===== src/rtl/irq_coal_pkg.sv =====
`timescale 1ns/1ps
package irq_coal_pkg;

    localparam int THR_W    = 3;
    localparam int TMO_W    = 4;
    localparam int CFG_W    = 1 + THR_W + TMO_W;
    localparam int CHANNELS = 2;

    // Per-channel settings: bit 7 long cycle, bits 6:4 threshold, bits 3:0 timeout
    typedef struct packed {
        logic             long_cyc;
        logic [THR_W-1:0] thr;
        logic [TMO_W-1:0] tmo;
    } chan_cfg_t;

    typedef enum logic [1:0] {
        FIRE_NONE    = 2'd0,
        FIRE_COUNT   = 2'd1,
        FIRE_TIMEOUT = 2'd2
    } fire_e;

    // Channel 0 = receive (low byte), channel 1 = transmit (high byte)
    function automatic chan_cfg_t cfg_slice(input logic [CHANNELS*CFG_W-1:0] word,
                                            input int idx);
        return chan_cfg_t'(word[idx*CFG_W +: CFG_W]);
    endfunction

    function automatic logic [THR_W-1:0] thr_floor(input logic [THR_W-1:0] t);
        return (t == '0) ? THR_W'(1) : t;
    endfunction

endpackage


===== src/rtl/coal_cycle_timer.sv =====
`timescale 1ns/1ps
module coal_cycle_timer
    import irq_coal_pkg::*;
#(
    parameter int NORM_TICKS = 512,
    parameter int LONG_TICKS = 8192,
    parameter int SLOW_DIV   = 10
) (
    input  logic             clk,
    input  logic             rst,
    input  logic             clear,
    input  logic             bit_tick,
    input  logic             slow,
    input  logic             long_cyc,
    output logic [TMO_W-1:0] units
);
    localparam int TICK_W = (LONG_TICKS > 2) ? $clog2(LONG_TICKS) : 1;
    localparam int DIV_W  = (SLOW_DIV > 2) ? $clog2(SLOW_DIV) : 1;
    localparam logic [TICK_W-1:0] NORM_LIM = TICK_W'(NORM_TICKS - 1);
    localparam logic [TICK_W-1:0] LONG_LIM = TICK_W'(LONG_TICKS - 1);
    localparam logic [DIV_W-1:0]  DIV_LAST = DIV_W'(SLOW_DIV - 1);

    logic [DIV_W-1:0]  div_q;
    logic [TICK_W-1:0] tick_q;
    logic [TMO_W-1:0]  unit_q;
    logic [TICK_W-1:0] lim;
    logic              div_wrap;
    logic              qual_tick;
    logic              tick_wrap;

    always_comb begin
        div_wrap  = (div_q == DIV_LAST);
        qual_tick = bit_tick && (!slow || div_wrap);
        lim       = long_cyc ? LONG_LIM : NORM_LIM;
        tick_wrap = (tick_q >= lim);
    end

    always_ff @(posedge clk) begin
        if (rst || clear) begin
            div_q  <= '0;
            tick_q <= '0;
            unit_q <= '0;
        end else begin
            if (bit_tick && slow) begin
                div_q <= div_wrap ? '0 : div_q + 1'b1;
            end
            if (qual_tick) begin
                if (tick_wrap) begin
                    tick_q <= '0;
                    if (unit_q != '1) begin
                        unit_q <= unit_q + 1'b1;
                    end
                end else begin
                    tick_q <= tick_q + 1'b1;
                end
            end
        end
    end

    assign units = unit_q;

endmodule


===== src/rtl/coal_channel.sv =====
`timescale 1ns/1ps
module coal_channel
    import irq_coal_pkg::*;
#(
    parameter int NORM_TICKS = 512,
    parameter int LONG_TICKS = 8192,
    parameter int SLOW_DIV   = 10
) (
    input  logic      clk,
    input  logic      rst,
    input  logic      evt,
    input  logic      bit_tick,
    input  logic      slow,
    input  chan_cfg_t cfg,
    output logic      irq
);
    localparam int SUM_W = THR_W + 1;

    logic [THR_W-1:0] pend_q;
    logic [SUM_W-1:0] sum;
    logic [THR_W-1:0] thr_eff;
    logic [TMO_W-1:0] units;
    logic             tmr_clear;
    fire_e            cause;

    always_comb begin
        thr_eff = thr_floor(cfg.thr);
        sum     = {1'b0, pend_q} + SUM_W'(evt);
        if (sum >= {1'b0, thr_eff}) begin
            cause = FIRE_COUNT;
        end else if ((cfg.tmo != '0) && (pend_q != '0) && (units >= cfg.tmo)) begin
            cause = FIRE_TIMEOUT;
        end else begin
            cause = FIRE_NONE;
        end
        tmr_clear = (cause != FIRE_NONE) || (pend_q == '0);
    end

    coal_cycle_timer #(
        .NORM_TICKS (NORM_TICKS),
        .LONG_TICKS (LONG_TICKS),
        .SLOW_DIV   (SLOW_DIV)
    ) timer_i (
        .clk      (clk),
        .rst      (rst),
        .clear    (tmr_clear),
        .bit_tick (bit_tick),
        .slow     (slow),
        .long_cyc (cfg.long_cyc),
        .units    (units)
    );

    always_ff @(posedge clk) begin
        if (rst) begin
            pend_q <= '0;
            irq    <= 1'b0;
        end else begin
            irq <= (cause != FIRE_NONE);
            unique case (cause)
                FIRE_COUNT:   pend_q <= '0;
                FIRE_TIMEOUT: pend_q <= THR_W'(evt);
                default:      pend_q <= sum[THR_W-1:0];
            endcase
        end
    end

endmodule


===== src/rtl/irq_coalescer.sv =====
`timescale 1ns/1ps
module irq_coalescer
    import irq_coal_pkg::*;
#(
    parameter int NORM_TICKS = 512,
    parameter int LONG_TICKS = 8192,
    parameter int SLOW_DIV   = 10
) (
    input  logic        clk,
    input  logic        rst,
    input  logic        bit_tick,
    input  logic        slow_mode,
    input  logic [15:0] ctrl,
    input  logic        tx_evt,
    input  logic        rx_evt,
    output logic        tx_irq,
    output logic        rx_irq
);
    logic [CHANNELS-1:0] evt_v;
    logic [CHANNELS-1:0] irq_v;

    assign evt_v = {tx_evt, rx_evt};

    for (genvar ch = 0; ch < CHANNELS; ch++) begin : g_chan
        chan_cfg_t cfg;
        assign cfg = cfg_slice(ctrl, ch);

        coal_channel #(
            .NORM_TICKS (NORM_TICKS),
            .LONG_TICKS (LONG_TICKS),
            .SLOW_DIV   (SLOW_DIV)
        ) chan_i (
            .clk      (clk),
            .rst      (rst),
            .evt      (evt_v[ch]),
            .bit_tick (bit_tick),
            .slow     (slow_mode),
            .cfg      (cfg),
            .irq      (irq_v[ch])
        );
    end

    assign rx_irq = irq_v[0];
    assign tx_irq = irq_v[1];

endmodule


===== config.mk =====
export PLATFORM = sky130hd
export DESIGN_NAME = irq_coalescer
export DESIGN_NICKNAME = d
export VERILOG_FILES = /design/src/rtl/irq_coal_pkg.sv /design/src/rtl/coal_cycle_timer.sv /design/src/rtl/coal_channel.sv /design/src/rtl/irq_coalescer.sv
export SDC_FILE = /design/constraint.sdc
export NUM_CORES = 1
export LEC_CHECK = 0
export CAP_MARGIN = 20
export CORE_ASPECT_RATIO = 1.75
export CORE_MARGIN = 4
export CORE_UTILIZATION = 55
export CTS_BUF_LIST = sky130_fd_sc_hd__clkbuf_4
export CTS_CLUSTER_SIZE = 12
export DETAILED_ROUTE_END_ITERATION = 10
export DONT_BUFFER_PORTS = 1
export PLACE_DENSITY = 0.72
export SLEW_MARGIN = 0
export SYNTH_ARGS = -nofsm -noshare
export SYNTH_HDL_FRONTEND = slang
export SYNTH_SLANG_ARGS = --single-unit
export TNS_END_PERCENT = 10

===== constraint.sdc =====
create_clock -name clk -period 4.6 [get_ports clk]
set_clock_uncertainty 0.05 [all_clocks]
set_input_delay 0.46 -clock clk [delete_from_list [all_inputs] [get_ports clk]]
set_output_delay 0.46 -clock clk [all_outputs]
set_load 0.01 [all_outputs]

======== Word-level counts from Yosys, hierarchy flattened ========
Cells that the tools add are included.
operators by class
  $add $sub $neg .......................... 8
  multipliers ............................. 0
  div/mod/pow operators ................... 0
  $lt $le $gt $ge ......................... 6
  equality and inequality tests ........... 8
  shift-type cells ........................ 0
  multiplexer cells ....................... 14
  bitwise gates (word level) .............. 0
  reduce and logical (&&, ||, !) cells .... 26
operators with widths
  operator                                                         count
  13-bit 2-to-1 mux                                                4
  13-bit by 1-bit adder with 13-bit output, second input constant  2
  13-bit greater-or-equal comparator                               2
  4-bit by 1-bit adder with 4-bit output, second input constant    4
  3-bit logical NOT                                                4
  3-bit case mux with 2 select lines                               2
  3-bit by 1-bit adder with 4-bit output                           2
  4-bit == test, second input constant                             2
  4-bit by 3-bit greater-or-equal comparator with 1-bit output     2
  4-bit greater-or-equal comparator                                2
  2-bit 2-to-1 mux                                                 4
  4-bit 2-to-1 mux                                                 2
  4-bit inequality test, second input constant                     2
  4-bit nonzero test                                               2
  1-bit logical AND                                                7
  1-bit logical OR                                                 6
  3-bit 2-to-1 mux                                                 2
  3-bit AND reduction                                              2
  3-bit nonzero test                                               2
  2-bit by 1-bit == test with 1-bit output, second input constant  2
  2-bit == test, second input constant                             2
  2-bit nonzero test                                               2
  1-bit logical NOT                                                1
word-level totals
  register bits after elaboration ......... 50
  latch bits .............................. 0
  memory bits (writable) .................. 0
  bits in read-only memories .............. 0
  input bits .............................. 22
  output and inout port bits .............. 2
  word-level logic and storage cells ...... 72
  memories kept ........................... 0

======== Longest topological paths before layout ========
  depth in word-level cells ............... 8
  depth in mapped cells ................... 10
  depth with buffers taken out ............ 9

======== Cells and area by module ========
A second synthesis with hierarchy kept.
unflattened totals
  cells, all modules ...................... 372
  area, all modules ....................... 3193.1 µm²
by module, submodules not included
  module                                        times used  cells each  area each (µm²)
  coal_cycle_timer at g_chan[1].chan_i.timer_i  1           145         1221.2
  coal_cycle_timer at g_chan[0].chan_i.timer_i  1           143         1198.6
  coal_channel                                  2           42          386.6

======== Least setup slack after synthesis ========
No wires, ideal clock.
  path kind ............................... input to register
  from .................................... input port tx_evt
  to ...................................... register g_chan[1].chan_i.pend_q[0]
  library setup time ...................... 0.087 ns
  arrival time ............................ 2.316 ns
  setup slack ............................. 2.147 ns
  stages on the path ...................... 8
  path through ............................ ha_1 -> ha_1 -> xor2_1 -> ha_1 -> a311oi_1 -> o21ai_0 -> or4b_2 -> o31ai_1
between the ends
  cells in the longest elaborated chain, start to end .. 5
RTL lines
  what                                                                       line                 text
  start: declaration                                                         irq_coalescer.sv:14  input logic tx_evt,
  3-bit by 1-bit adder with 4-bit output                                     coal_channel.sv:28   sum = {1'b0, pend_q} + SUM_W'(evt);
  4-bit by 3-bit greater-or-equal comparator with 1-bit output               coal_channel.sv:29   if (sum >= {1'b0, thr_eff}) begin
  2-bit 2-to-1 mux                                                           coal_channel.sv:29
  2-bit == test or 2-bit by 1-bit == test with 1-bit output (tied branches)  coal_channel.sv:59   unique case (cause)
  3-bit case mux with 2 select lines (*)                                     coal_channel.sv:59
  end signal: assignment                                                     coal_channel.sv:61   FIRE_TIMEOUT: pend_q <= THR_W'(evt);
  end signal: assignment                                                     coal_channel.sv:62   default: pend_q <= sum[THR_W-1:0];
  end: declaration                                                           coal_channel.sv:19   logic [THR_W-1:0] pend_q;
Mark *: on every way between the ends. The rest lies on a longest branch, timed or not.
A chain may end at the register's enable or synchronous reset.

======== Final worst setup path ========
  from .................................... register g_chan[1].chan_i.pend_q[0]
  to ...................................... register g_chan[1].chan_i.timer_i.tick_q[10]
between the ends
  cells in the longest elaborated chain, start to end .. 8
RTL lines
  what                                                                            line                    text
  branches (longest 6 deep; another with 3-bit by 1-bit adder with 4-bit output)  --
  1-bit logical OR (*)                                                            coal_channel.sv:36      tmr_clear = (cause != FIRE_NONE) || (pend_q == '0);
  1-bit logical OR (*)                                                            coal_cycle_timer.sv:39  if (rst || clear) begin
  end signal: assignment                                                          coal_cycle_timer.sv:54  tick_q <= tick_q + 1'b1;
  end: declaration                                                                coal_cycle_timer.sv:24  logic [TICK_W-1:0] tick_q;
Mark *: on every way between the ends.

==> impl_metrics.yaml <==
yosys:
  async_reset_ff_frac: 0
  synth.top_cell.area_share: 0.340
  ys.flop_type: "dfxtp_1"
  seq_area_frac_synth: 0.340
  synth.mux.area_fraction: 0.0102
  synth_top_cell_by_area: "dfxtp_1"
  synth.area.top_cells: "dfxtp_1, ha_1, xor2_1, nor2_1, xnor2_1"
  synth-edff-count: 0
  synthXorXnorAreaFrac: 0.0863
  synth_area_per_cell_um2: 9.09
  synth-simple-area-share: 0.259
  yosys_warnings: 0
  ys_types: 50
  synth_top_family_by_area: "simple AND/OR/NAND/NOR gates"
  synth_compound_area_frac: 0.144
  synth_seq_cells: 50
  syn-num-nets: 376
  synthCells: 324
  synthAdderAreaFrac: 0.127
  synth_area_um2: 2940
place:
  hpwlAfterDp_mm: 4.10
  port_buffers: 0
  gp_congestion: 0.877
clock_network:
  tritoncts: "built"
  clockRootBuffer: "clkbuf_4"
  holdBufCountCts: 0
  ctsResizeCount: 0
  cts_buffers: 5
  post_cts_buffers: 0
  clkTransAtPathRegs_ns: 0.15
  htreeDepth: 2
  clk_path_buf_depth: 2
  cts_sinks: 50
  clock_latency_ns: 0.36
routing:
  via_per_inst: 6.00
  dr_total_vias: 2299
  first_pass_iters: 4
  wl_mm: 5.22
  wl_per_cell_um: 13.6
  drtIter0Drc: 40
  drc: 0
  detail-route-antenna-nets: 0
global_routing:
  grt_pass1_vias: 2239
  grt_max_degree: 16
  antenna_found_initial: 0
  grtUsageTotal: 0.172
  grt_pass1_wl_mm: 9.50
  overflow: 0
worst_setup_path:
  path_buf_inv: 0
  critical_path.max_fanout: 11
  setup.worst_path.class: "flip-flop to flip-flop"
  critPathTopFamily: "simple AND/OR/NAND/NOR gates"
  crit_chain: "ha_1 > ha_1 > xor2_1 > ha_1 > a311oi_1 > o21ai_0 > nor2_1 > nand3_1 > nor2_1"
  required_ns: 4.86
  max_stage_delay_ns: 0.37
  start_kind: "flip-flop"
  cp.arrival_ns: 2.77
  crit_top_cell: "ha_1"
  cp-end-kind: "flip-flop"
  slowest_stage: "nand3_1"
timing:
  period_minus_slack_ns: 2.51
  fin_tns_setup_ns: 0
  max_clock_freq_ghz: 0.398
  max_slew_margin: 0.623
  setup_viol_count_final: 0
  drv_slew: 0
  tightest_slew_ns: 0.561
  grt_setup_unrepaired: "no"
  min_period_over_period: 0.546
  hold_violations: 0
power:
  seqPwrFrac: 0.621
  p_clk_frac: 0.268
  ir_drop_v: 0.000178
  p_comb_frac: 0.111
  p_total_uw: 722
  intPower_uw: 528
  p_leak_nw: 1.13
  power_density_nw_per_um2: 238
  swShare: 0.268
  switching_power_uw: 193
floorplan:
  initial_utilization: 0.565
  fp.dieW_um: 63.3
  core_area_um2: 5210
  io_pins: 24
  dieArea_um2: 6630
  die_h_um: 105
  rows: 35
worst_hold_path:
  hold_class: "input pin to flip-flop"
run:
  drv_cap: 0
finish:
  antenna_cells: 0
  area_growth_pct: 3.19
  finalNetCount: 379
  utilization: 0.583
  drive_gt1_frac: 0.101
  layout_commonest_cell: "dfxtp_1"
  layout_common_cells: "dfxtp_1, nor2_1, ha_1"
run_status:
  status: "finished, final reports clean"
[power groups by stage]
stage	Clock, mW	Combinational [mW]	Sequential (mW)
after floorplan	0	0.0703	0.456
after global placement	0	0.0785	0.458
after detailed placement	0	0.0811	0.458
after CTS	0.203	0.0814	0.448
after global routing	0.217	0.0951	0.449
final	0.193	0.0800	0.448
[metal layers]
layer | vias to the layer above | global-route usage | share of wire
met1 | 1092 | 0.175 | 0.39
met4 | 0 | 0.0556 | 0.015
met5 | - | 0 | 0
met3 | 6 | 0.0355 | 0.025
li1 | 1179 | - | -
met2 | 22 | 0.336 | 0.57
[through the flow]
| step | std cells | area [um2] | setup slack [ns] | hold WS, ns |
|---|---|---|---|---|
| 6_report | 383 | 3040 | 2.09 | 0.0958 |
| 4_1_cts | 383 | 3040 | 2.07 | 0.0827 |
| 2_1_floorplan | 324 | 2940 | 2.15 | 0.425 |
| 5_1_grt | 383 | 3040 | 1.81 | 0.0687 |
| 3_5_place_dp | 375 | 2980 | 1.92 | 0.450 |
| 3_3_place_gp | 375 | 2980 | 2.00 | 0.444 |
[cell usage after synthesis, types with 9 or more instances]
cell type,count
nand4_1,13
a21oi_1,16
nand3_1,19
ha_1,30
nand2_1,10
dfxtp_1,50
and3_1,9
nor2_2,10
xnor2_1,11
xor2_1,18
o21ai_0,14
inv_1,18
nor3_1,10
nor2_1,33
[cell type report]
type | instances | area (um2)
fill | 488 | 2170
multi-input combinational | 252 | 1850
sequential | 50 | 1000
tap | 55 | 68.8
inverter | 18 | 67.6
clock buffer | 5 | 37.5
clock inverter | 3 | 16.3
[path summary, 6_finish.rpt]
path	cells past startpoint	start	to	slack [ns]
worst min-delay path	1	rst	g_chan[0].chan_i.irq$_SDFF_PP0_	0.1
worst max-delay path	9	g_chan[1].chan_i.pend_q[0]$_SDFF_PP0_	g_chan[1].chan_i.timer_i.tick_q[10]$_SDFFE_PP0P_	2.09
worst min register to register	2	g_chan[1].chan_i.timer_i.units[0]$_SDFFE_PP0P_	g_chan[1].chan_i.timer_i.units[0]$_SDFFE_PP0P_	0.47
worst max register to register	9	g_chan[1].chan_i.pend_q[0]$_SDFF_PP0_	g_chan[1].chan_i.timer_i.tick_q[10]$_SDFFE_PP0P_	2.09
[kinds of logic (layout without fill, tap and decap cells)]
group           Yosys count  in the layout
simple gates            131            131
flops                    50             50
mux                       3              3
buf+inv                  22             26
xor+xnor                 29             29
compound gates           59             59
fa+ha+maj                30             30
[state kept, by name, indices dropped and copies added (netlist names)]
name / count
g_chan.chan_i.timer_i.units: 8
g_chan.chan_i.timer_i.tick_q: 26
g_chan.chan_i.irq: 2
g_chan.chan_i.pend_q: 6
g_chan.chan_i.timer_i.div_q: 8
(Power assumes the default switching activity.)
